File: src/rtl/pdpwm_pkg.sv
package pdpwm_pkg;
  localparam int NCAR = 14;
  localparam int NLVL = NCAR + 1;

  typedef struct packed {
    logic s1, s2, s3, s4, s5, s6, s7, s8, stk, byp;
  } gate_t;

  function automatic logic [3:0] count_high(input logic [NCAR-1:0] v);
    logic [3:0] n;
    n = 4'd0;
    for (int i = 0; i < NCAR; i++) n = n + {3'd0, v[i]};
    return n;
  endfunction

  function automatic gate_t gates_of(input logic [NLVL-1:0] c);
    gate_t g;
    g.s1  = c[0] ^ c[1] ^ c[2] ^ c[3] ^ c[4] ^ c[5];
    g.s2  = ~g.s1;
    g.s4  = g.s1 ^ c[6] ^ c[7] ^ c[8];
    g.s3  = ~g.s4;
    g.s7  = c[2] ^ c[5] ^ c[7] ^ c[8] ^ c[12] ^ c[14];
    g.s8  = ~g.s7;
    g.s5  = g.s8 ^ c[0] ^ c[3] ^ c[6] ^ c[7] ^ c[9] ^ c[12];
    g.s6  = ~g.s5;
    g.stk = c[0] ^ c[1] ^ c[2] ^ c[12] ^ c[13] ^ c[14];
    g.byp = g.s1 ^ c[0] ^ c[1] ^ c[2] ^ c[9] ^ c[10] ^ c[11];
    return g;
  endfunction
endpackage

File: src/rtl/pdpwm_tri_counter.sv
module pdpwm_tri_counter #(
  parameter int CW = 6
) (
  input  logic          clk,
  input  logic          rst_n,
  input  logic [CW-1:0] peak,
  output logic [CW-1:0] cnt
);
  logic going_up;
  logic past_ok;

  always_ff @(posedge clk) begin
    if (!rst_n) begin
      cnt      <= '0;
      going_up <= 1'b1;
    end else if (going_up) begin
      if (cnt >= peak) begin
        going_up <= 1'b0;
        cnt      <= cnt - 1'b1;
      end else begin
        cnt <= cnt + 1'b1;
      end
    end else begin
      if (cnt == '0) begin
        going_up <= 1'b1;
        cnt      <= cnt + 1'b1;
      end else begin
        cnt <= cnt - 1'b1;
      end
    end
  end

  always_ff @(posedge clk) begin
    if (!rst_n) past_ok <= 1'b0;
    else        past_ok <= 1'b1;
  end

  AST_CNT_STEP: assert property (@(posedge clk) disable iff (!rst_n)
    past_ok |-> ((cnt == $past(cnt) + 1'b1) || (cnt == $past(cnt) - 1'b1)));
endmodule

File: src/rtl/pdpwm_compare.sv
module pdpwm_compare #(
  parameter int CW   = 6,
  parameter int NCAR = 14
) (
  input  logic              clk,
  input  logic              rst_n,
  input  logic signed [CW+4:0] ref_in,
  input  logic [CW-1:0]     peak,
  input  logic [CW-1:0]     cnt,
  output logic [NCAR-1:0]   cmp_q
);
  localparam int RW = CW + 5;
  localparam int UW = CW + 4;
  localparam int SW = RW + 1;

  logic [UW-1:0]        half, span, u_ref;
  logic signed [SW-1:0] shifted, span_s;

  assign half    = UW'(peak) * UW'(NCAR / 2);
  assign span    = UW'(peak) * UW'(NCAR);
  assign span_s  = $signed({{(SW-UW){1'b0}}, span});
  assign shifted = $signed({ref_in[RW-1], ref_in}) + $signed({{(SW-UW){1'b0}}, half});

  always_comb begin
    if (shifted < 0)           u_ref = '0;
    else if (shifted > span_s) u_ref = span;
    else                       u_ref = shifted[UW-1:0];
  end

  for (genvar k = 0; k < NCAR; k++) begin : g_band
    logic [UW-1:0] carrier;
    assign carrier = UW'(cnt) + UW'(k) * UW'(peak);
    always_ff @(posedge clk) begin
      if (!rst_n) cmp_q[k] <= 1'b0;
      else        cmp_q[k] <= (u_ref > carrier);
    end
    if (k > 0) begin : g_therm
      AST_THERMOMETER: assert property (@(posedge clk) disable iff (!rst_n)
        cmp_q[k] |-> cmp_q[k-1]);
    end
  end
endmodule

File: src/rtl/pdpwm_level_decode.sv
module pdpwm_level_decode #(
  parameter int NCAR = 14
) (
  input  logic             clk,
  input  logic             rst_n,
  input  logic [NCAR-1:0]  cmp_q,
  output logic [3:0]       level,
  output logic [NCAR:0]    pulse
);
  import pdpwm_pkg::*;

  assign level = count_high(cmp_q);

  for (genvar k = 0; k <= NCAR; k++) begin : g_pulse
    assign pulse[k] = (level == 4'(k));
  end

  AST_ONE_PULSE: assert property (@(posedge clk) disable iff (!rst_n)
    $countones(pulse) == 1);
endmodule

File: src/rtl/pdpwm_gate_logic.sv
module pdpwm_gate_logic #(
  parameter int NCAR = 14
) (
  input  logic                  clk,
  input  logic                  rst_n,
  input  logic [NCAR:0]         pulse,
  output pdpwm_pkg::gate_t      gate_q
);
  import pdpwm_pkg::*;

  localparam logic [NCAR:0] LVL0 = (NCAR+1)'(1);

  always_ff @(posedge clk) begin
    if (!rst_n) gate_q <= gates_of(LVL0);
    else        gate_q <= gates_of(pulse);
  end

  AST_S1_IN_S4: assert property (@(posedge clk) disable iff (!rst_n)
    gate_q.s1 |-> gate_q.s4);
  AST_STK_BYP_EXCL: assert property (@(posedge clk) disable iff (!rst_n)
    !(gate_q.stk && gate_q.byp));
endmodule

File: src/rtl/pd_gate_gen.sv
module pd_gate_gen #(
  parameter int CW = 6
) (
  input  logic                 clk,
  input  logic                 rst_n,
  input  logic signed [CW+4:0] ref_in,
  input  logic [CW-1:0]        car_peak,
  output logic                 sw1,
  output logic                 sw2,
  output logic                 sw3,
  output logic                 sw4,
  output logic                 sw5,
  output logic                 sw6,
  output logic                 sw7,
  output logic                 sw8,
  output logic                 sw_stk,
  output logic                 sw_byp
);
  import pdpwm_pkg::*;

  logic [CW-1:0]   peak_eff;
  logic [CW-1:0]   cnt;
  logic [NCAR-1:0] cmp_q;
  logic [3:0]      level;
  logic [NCAR:0]   pulse;
  gate_t           gate_q;

  assign peak_eff = (car_peak == '0) ? CW'(1) : car_peak;

  pdpwm_tri_counter #(.CW(CW)) u_cnt (
    .clk(clk), .rst_n(rst_n), .peak(peak_eff), .cnt(cnt)
  );

  pdpwm_compare #(.CW(CW), .NCAR(NCAR)) u_cmp (
    .clk(clk), .rst_n(rst_n), .ref_in(ref_in), .peak(peak_eff),
    .cnt(cnt), .cmp_q(cmp_q)
  );

  pdpwm_level_decode #(.NCAR(NCAR)) u_dec (
    .clk(clk), .rst_n(rst_n), .cmp_q(cmp_q), .level(level), .pulse(pulse)
  );

  pdpwm_gate_logic #(.NCAR(NCAR)) u_gate (
    .clk(clk), .rst_n(rst_n), .pulse(pulse), .gate_q(gate_q)
  );

  assign sw1    = gate_q.s1;
  assign sw2    = gate_q.s2;
  assign sw3    = gate_q.s3;
  assign sw4    = gate_q.s4;
  assign sw5    = gate_q.s5;
  assign sw6    = gate_q.s6;
  assign sw7    = gate_q.s7;
  assign sw8    = gate_q.s8;
  assign sw_stk = gate_q.stk;
  assign sw_byp = gate_q.byp;

  AST_PEAK_NONZERO: assert property (@(posedge clk) disable iff (!rst_n)
    cnt <= peak_eff || $past(car_peak) != car_peak);
  AST_LEVEL_RANGE: assert property (@(posedge clk) disable iff (!rst_n)
    level <= 4'd14);
endmodule

File: config.mk
export PLATFORM = sky130hd
export DESIGN_NAME = pd_gate_gen
export DESIGN_NICKNAME = d
export VERILOG_FILES = /design/src/rtl/pdpwm_pkg.sv /design/src/rtl/pdpwm_tri_counter.sv /design/src/rtl/pdpwm_compare.sv /design/src/rtl/pdpwm_level_decode.sv /design/src/rtl/pdpwm_gate_logic.sv /design/src/rtl/pd_gate_gen.sv
export SDC_FILE = /design/constraint.sdc
export NUM_CORES = 1
export LEC_CHECK = 0
export CELL_PAD_IN_SITES_DETAIL_PLACEMENT = 1
export CELL_PAD_IN_SITES_GLOBAL_PLACEMENT = 2
export CORE_ASPECT_RATIO = 0.6
export CORE_MARGIN = 4
export CORE_UTILIZATION = 40
export CTS_CLUSTER_DIAMETER = 150
export CTS_CLUSTER_SIZE = 12
export DETAILED_ROUTE_END_ITERATION = 8
export PLACE_DENSITY_LB_ADDON = 0.25
export SYNTH_ARGS = -nofsm -noshare
export SYNTH_HDL_FRONTEND = slang
export SYNTH_HIERARCHICAL = 1
export SYNTH_SLANG_ARGS = --single-unit
File: constraint.sdc
create_clock -name clk -period 11.67 [get_ports clk]
set_input_delay 2.334 -clock clk [delete_from_list [all_inputs] [get_ports clk]]
set_output_delay 2.334 -clock clk [all_outputs]
set_load 0.01 [all_outputs]
==> results of run 1 <==
[worst register-to-register path: stages, from the launching register on]
cell and delay, ns:
dfxtp_1 0.35, fa_1 0.55, inv_1 0.06, fa_1 0.46
fa_1 0.55, fa_1 0.43, inv_1 0.07, ha_1 0.16
inv_1 0.06, fa_1 0.48, nor2b_1 0.18, a31oi_1 0.43
nor2_1 0.18, xnor2_1 0.36, xnor3_1 0.52, mux2_4 0.31
[stage by stage]
stage	std cells	area (µm²)	hold WS, ns	setup slack (ns)
floorplan	1123	9460	0.466	2.19
global placement	1477	10200	0.544	1.25
detailed placement	1477	10200	0.590	0.910
CTS	1485	10400	0.603	1.18
global route	1485	10400	0.623	0.624
finish	1485	10400	0.587	1.09
[layout make-up]
class | instances | area [µm²] | area share
inverter | 153 | 574 | 0.0551
tap | 315 | 394 | 0.0378
clock inverter | 2 | 35.0 | 0.00336
timing repair buffer | 52 | 460 | 0.0442
multi-input combinational | 926 | 8190 | 0.787
clock buffer | 6 | 139 | 0.0133
sequential | 31 | 621 | 0.0596
[worst min-delay path by stage]
stage	endpoint	depth (start not counted)	slack (ns)
finish	u_cnt/cnt[0]	1	0.59
global route	u_cnt/cnt[0]	1	0.62
CTS	u_cnt/cnt[0]	1	0.60
detailed placement	u_cnt/cnt[0]	1	0.59
global placement	u_cnt/cnt[0]	1	0.54
floorplan	u_cnt/cnt[0]	1	0.47
[state kept, by name, summed over array words and instances (netlist names)]
signal	count
u_cmp/cmp_q	14
u_cnt/cnt	6
u_gate/gate_q	10
u_cnt/going_up	1
[routing by layer]
| layer | wire length [µm] | part of all wire |
|---|---|---|
| met5 | 0 | 0 |
| met4 | 114 | 0.0036 |
| met3 | 2000 | 0.063 |
| met2 | 12100 | 0.38 |
| met1 | 17400 | 0.55 |
==> results.md, run 1 <==
* Worst Tran Pin Value at 0.917 ns
* Syn-to-layout area delta at 10.1%
* CP endpoint: u_cmp/cmp_q[10]
* Worst Setup End Kind: register
* Setup TNS at 0 ns
* Worst Setup SP: car_peak[1]
* Worst r2r dst: u_gate/gate_q[4]
* GRT Util Overall at 0.242
* CP Class: primary input to register
* Chip height at 127 µm
* FF-to-FF path depth at 15
* Starting Density at 0.408
* First-pass GRT wire length at 49,500 µm
* Hold wc startpoint: u_cnt/cnt[0]
* Global route overflow at 0
* Final Setup Violations at 0
* Post-CTS Resized at 0
* IO Pins at 29
* Cell Area, Synth at 9460 µm²
* Met2 usage at 0.335
* Die X at 207 µm
* Initial antenna violation count at 0
* Clock Sinks at 31
* DRT Pass-1 Iters at 5
* Commonest non-fill, non-tap cell in the layout: ha_1
* Final net count at 1,463
* CTS Root Cell: clkbuf_16
* # rows at 43
* Clk_skew at 0.00850 ns
* H-tree depth at 2
* Mean Syn Cell Area at 8.43 µm²
* Core box area at 23,200 µm²
* Max-cap viol count at 0
* Most frequent cells in the layout: ha_1 (220), inv_1 (150), a21oi_1 (90)
* HPWL Detailed at 25,800 µm
* Final ANT Viol Nets at 0
* Final Critical Period at 10.58 ns
* RSZ-0062 raised after global routing: false
* Max_slew headroom at 0.389
* CTS tree: done
* Most frequent CP cell: ha_1
* Routed WL at 31,600 µm
* Cell family with most CP delay: compound AO/OA/AOI/OAI gates
* GP Congestion at 0.828
* Worst r2r src: u_cmp/cmp_q[5]
* Critical path arrival at 10.73 ns
* WP buf/inv at 1
* Largest net degree at the start of global routing at 26
* Outcome: completed
* Syn Inst Count at 1,123
* Postcts setup bufs at 0
* Final period util at 0.906
* Inserted Clock Buffers at 5
* Synth warnings at 6
* Number of diodes at 0
* Vias per cell at 5.62
* Final Util at 0.449
* Drt drc at 0
* DRT iter0 DRCs at 522
* Vias at 8,341
* Met1 Use GR at 0.399
* Slowest stage delay, CP at 0.76 ns
* I/O Buffers at 28
* Reg clk slew, reported paths at 0.06 ns
* Top Usage Layer GRT: met1
* CP required at 11.82 ns
* FMAX at 94.5 MHz
* Hold crit path type: register to register
* Longest Clk Path Bufs at 2
* Die area at 26,300 µm²
* # fillers at 2,821
* Slowest stage cell, crit path: and2_1
* CP max FO at 12
* CP Depth at 29
* Max-slew violation count at 0
* CP startpoint kind: primary input
* Share of cells above drive strength 1 at 0.0487
* Mapped Nets at 1,417
* Post-DR wirelength/cell at 21.3 µm
* Worst skew pair latency at 0.28 ns
* Vias in the first global route at 8,521
* Met3 usage at 0.0424
* Final Hold Vio Count at 0
* Worst reg2reg setup slack at 6.40 ns
* Hold-fix buffers, CTS at 0
Power of run 1 is not shown: default switching activity piles up to over one toggle a cycle in this logic, so the estimate is an artifact.
==> run 2: changes to the inputs <==
--- a/config.mk
+++ b/config.mk
@@ -14,6 +14,7 @@
 export CTS_CLUSTER_SIZE = 12
 export DETAILED_ROUTE_END_ITERATION = 8
 export PLACE_DENSITY_LB_ADDON = 0.25
+export RECOVER_POWER = 100
 export SYNTH_ARGS = -nofsm -noshare
 export SYNTH_HDL_FRONTEND = slang
 export SYNTH_HIERARCHICAL = 1
==> run 2 against run 1 <==
  * Maximum frequency shrank 2.9%
  * First-iteration DRC count grew 9.6%
  * Register-to-register slack lost 0.02 ns
  * Flip-flop and latch count is the same
  * Critical path depth is the same
  * Final cell count is the same
  * Design area shrank 0.23%
  * Setup slack lost 0.31 ns
  * Die area is the same
  * Sequential share of layout area is essentially flat
  * Non-clock buffer count is the same
  * Global-route usage is the same
  * Critical path type unchanged
  * Critical endpoint unchanged
  * Highest routed layer unchanged
==> results.md, run 2 (synthesis results as in run 1) <==
* Share of cells above drive strength 1 at 0.0427
* Final hold slack at 0.591 ns
* Setup TNS at 0 ns
* Final Setup Violations at 0
* Initial antenna violation count at 0
* GP Congestion at 0.828
* Hold-fix buffers, CTS at 0
* Clock Sinks at 31
* Post-DR wirelength/cell at 21.3 µm
* Most flop-heavy register: u_cmp/cmp_q
* H-tree depth at 2
* Routed WL at 31,600 µm
* Largest regs: u_cmp/cmp_q x14, u_gate/gate_q x10, u_cnt/cnt x6
* Slowest stage delay, CP at 0.76 ns
* FMAX at 91.8 MHz
* Outcome: completed
* Reg clk slew, reported paths at 0.06 ns
* Syn-to-layout area delta at 9.82%
* CTS Root Cell: clkbuf_16
* Max_slew headroom at 0.144
* Largest net degree at the start of global routing at 26
* Vias in the first global route at 8,521
* Hold crit path type: register to register
* First-pass GRT wire length at 49,500 µm
* Max-cap viol count at 0
* Max reg flops at 14
* Starting Density at 0.408
* Final Hold Vio Count at 0
* CP Class: primary input to register
* Inserted Clock Buffers at 5
* Core box area at 23,200 µm²
* Postcts setup bufs at 0
* CTS tree: done
* HPWL Detailed at 25,800 µm
* Longest Clk Path Bufs at 2
* Final Critical Period at 10.89 ns
* Post-CTS Resized at 0
* Global route overflow at 0
* RSZ-0062 raised after global routing: false
* Final ANT Viol Nets at 0
* DRT iter0 DRCs at 572
* Critical path arrival at 11.03 ns
* Most frequent cells in the layout: ha_1 (220), inv_1 (150), a21oi_1 (90)
* Worst Tran Pin Value at 1.28 ns
* I/O Buffers at 28
* CP startpoint kind: primary input
* Drt drc at 0
* Final net count at 1,463
* GRT Util Overall at 0.242
* Vias per cell at 5.62
* IO Pins at 29
* Commonest non-fill, non-tap cell in the layout: ha_1
* Final period util at 0.933
* Most frequent CP cell: ha_1
* Slowest stage cell, crit path: and2_1
* Chip height at 127 µm
* CP required at 11.82 ns
* Die area at 26,300 µm²
* Clk_skew at 0.00857 ns
* Max-slew violation count at 0
* Worst Setup End Kind: register
* Worst skew pair latency at 0.28 ns
* Vias at 8,353
* # rows at 43
* CP max FO at 12
* Number of diodes at 0
* Die X at 207 µm
* DRT Pass-1 Iters at 5
==> run 2: cell count changes in the layout (fill, tap and decap cells not counted), moves of 2 or more <==
| cell | before | now |
|---|---|---|
| buf_4 | 24 | 21 |
| mux2_4 | 2 | 0 |
| dlygate4sd3_1 | 0 | 11 |
| mux2_1 | 0 | 2 |
| clkdlybuf4s50_1 | 28 | 17 |
| clkbuf_1 | 0 | 3 |
==> run 2: final cells by class <==
type,instances,area (µm²)
fill,2823,12800
tap,315,394
clock inverter,2,35.0
clock buffer,6,139
multi-input combinational,926,8180
sequential,31,621
inverter,153,574
timing repair buffer,52,449
==> run 2: path summary, 6_finish.rpt <==
check / startpoint / slack (ns) / depth (start not counted) / endpoint
worst max-delay path: car_peak[1] / 0.78 / 29 / u_cmp/cmp_q[10]
worst min-delay path: u_cnt/cnt[0] / 0.59 / 1 / u_cnt/cnt[0]
worst max register to register: u_cmp/cmp_q[5] / 6.38 / 15 / u_gate/gate_q[4]
worst min register to register: u_cnt/cnt[0] / 0.59 / 1 / u_cnt/cnt[0]
==> run 2: layer usage <==
metal	global-route usage	up-vias	part of all wire
met1	0.399	4117	0.55
met5	0	-	0
met2	0.335	206	0.38
li1	-	4018	-
met3	0.0424	12	0.069
met4	0.0168	0	0.0043
==> run 2: critical path: cells and delay by family <==
kind | cells | cell delay, ns
XOR/XNOR | 2 | 0.66
adder cells (fa/ha/maj) | 6 | 2.20
AO/OA/AOI/OAI | 13 | 3.00
buffers and inverters | 1 | 0.55
multiplexers | 1 | 0.29
AND/OR/NAND/NOR | 6 | 1.99
==> run 2: stage by stage <==
stage          worst slack (ns)  cells  area (µm²)  utilization
5_1_grt                   0.333   1485       10400        0.448
6_report                  0.782   1485       10400        0.448
2_1_floorplan              2.19   1123        9460            -
4_1_cts                    1.18   1485       10400        0.449
3_5_place_dp              0.910   1477       10200        0.442
3_3_place_gp               1.25   1477       10200        0.442
Power of run 2 is left out for the same reason.
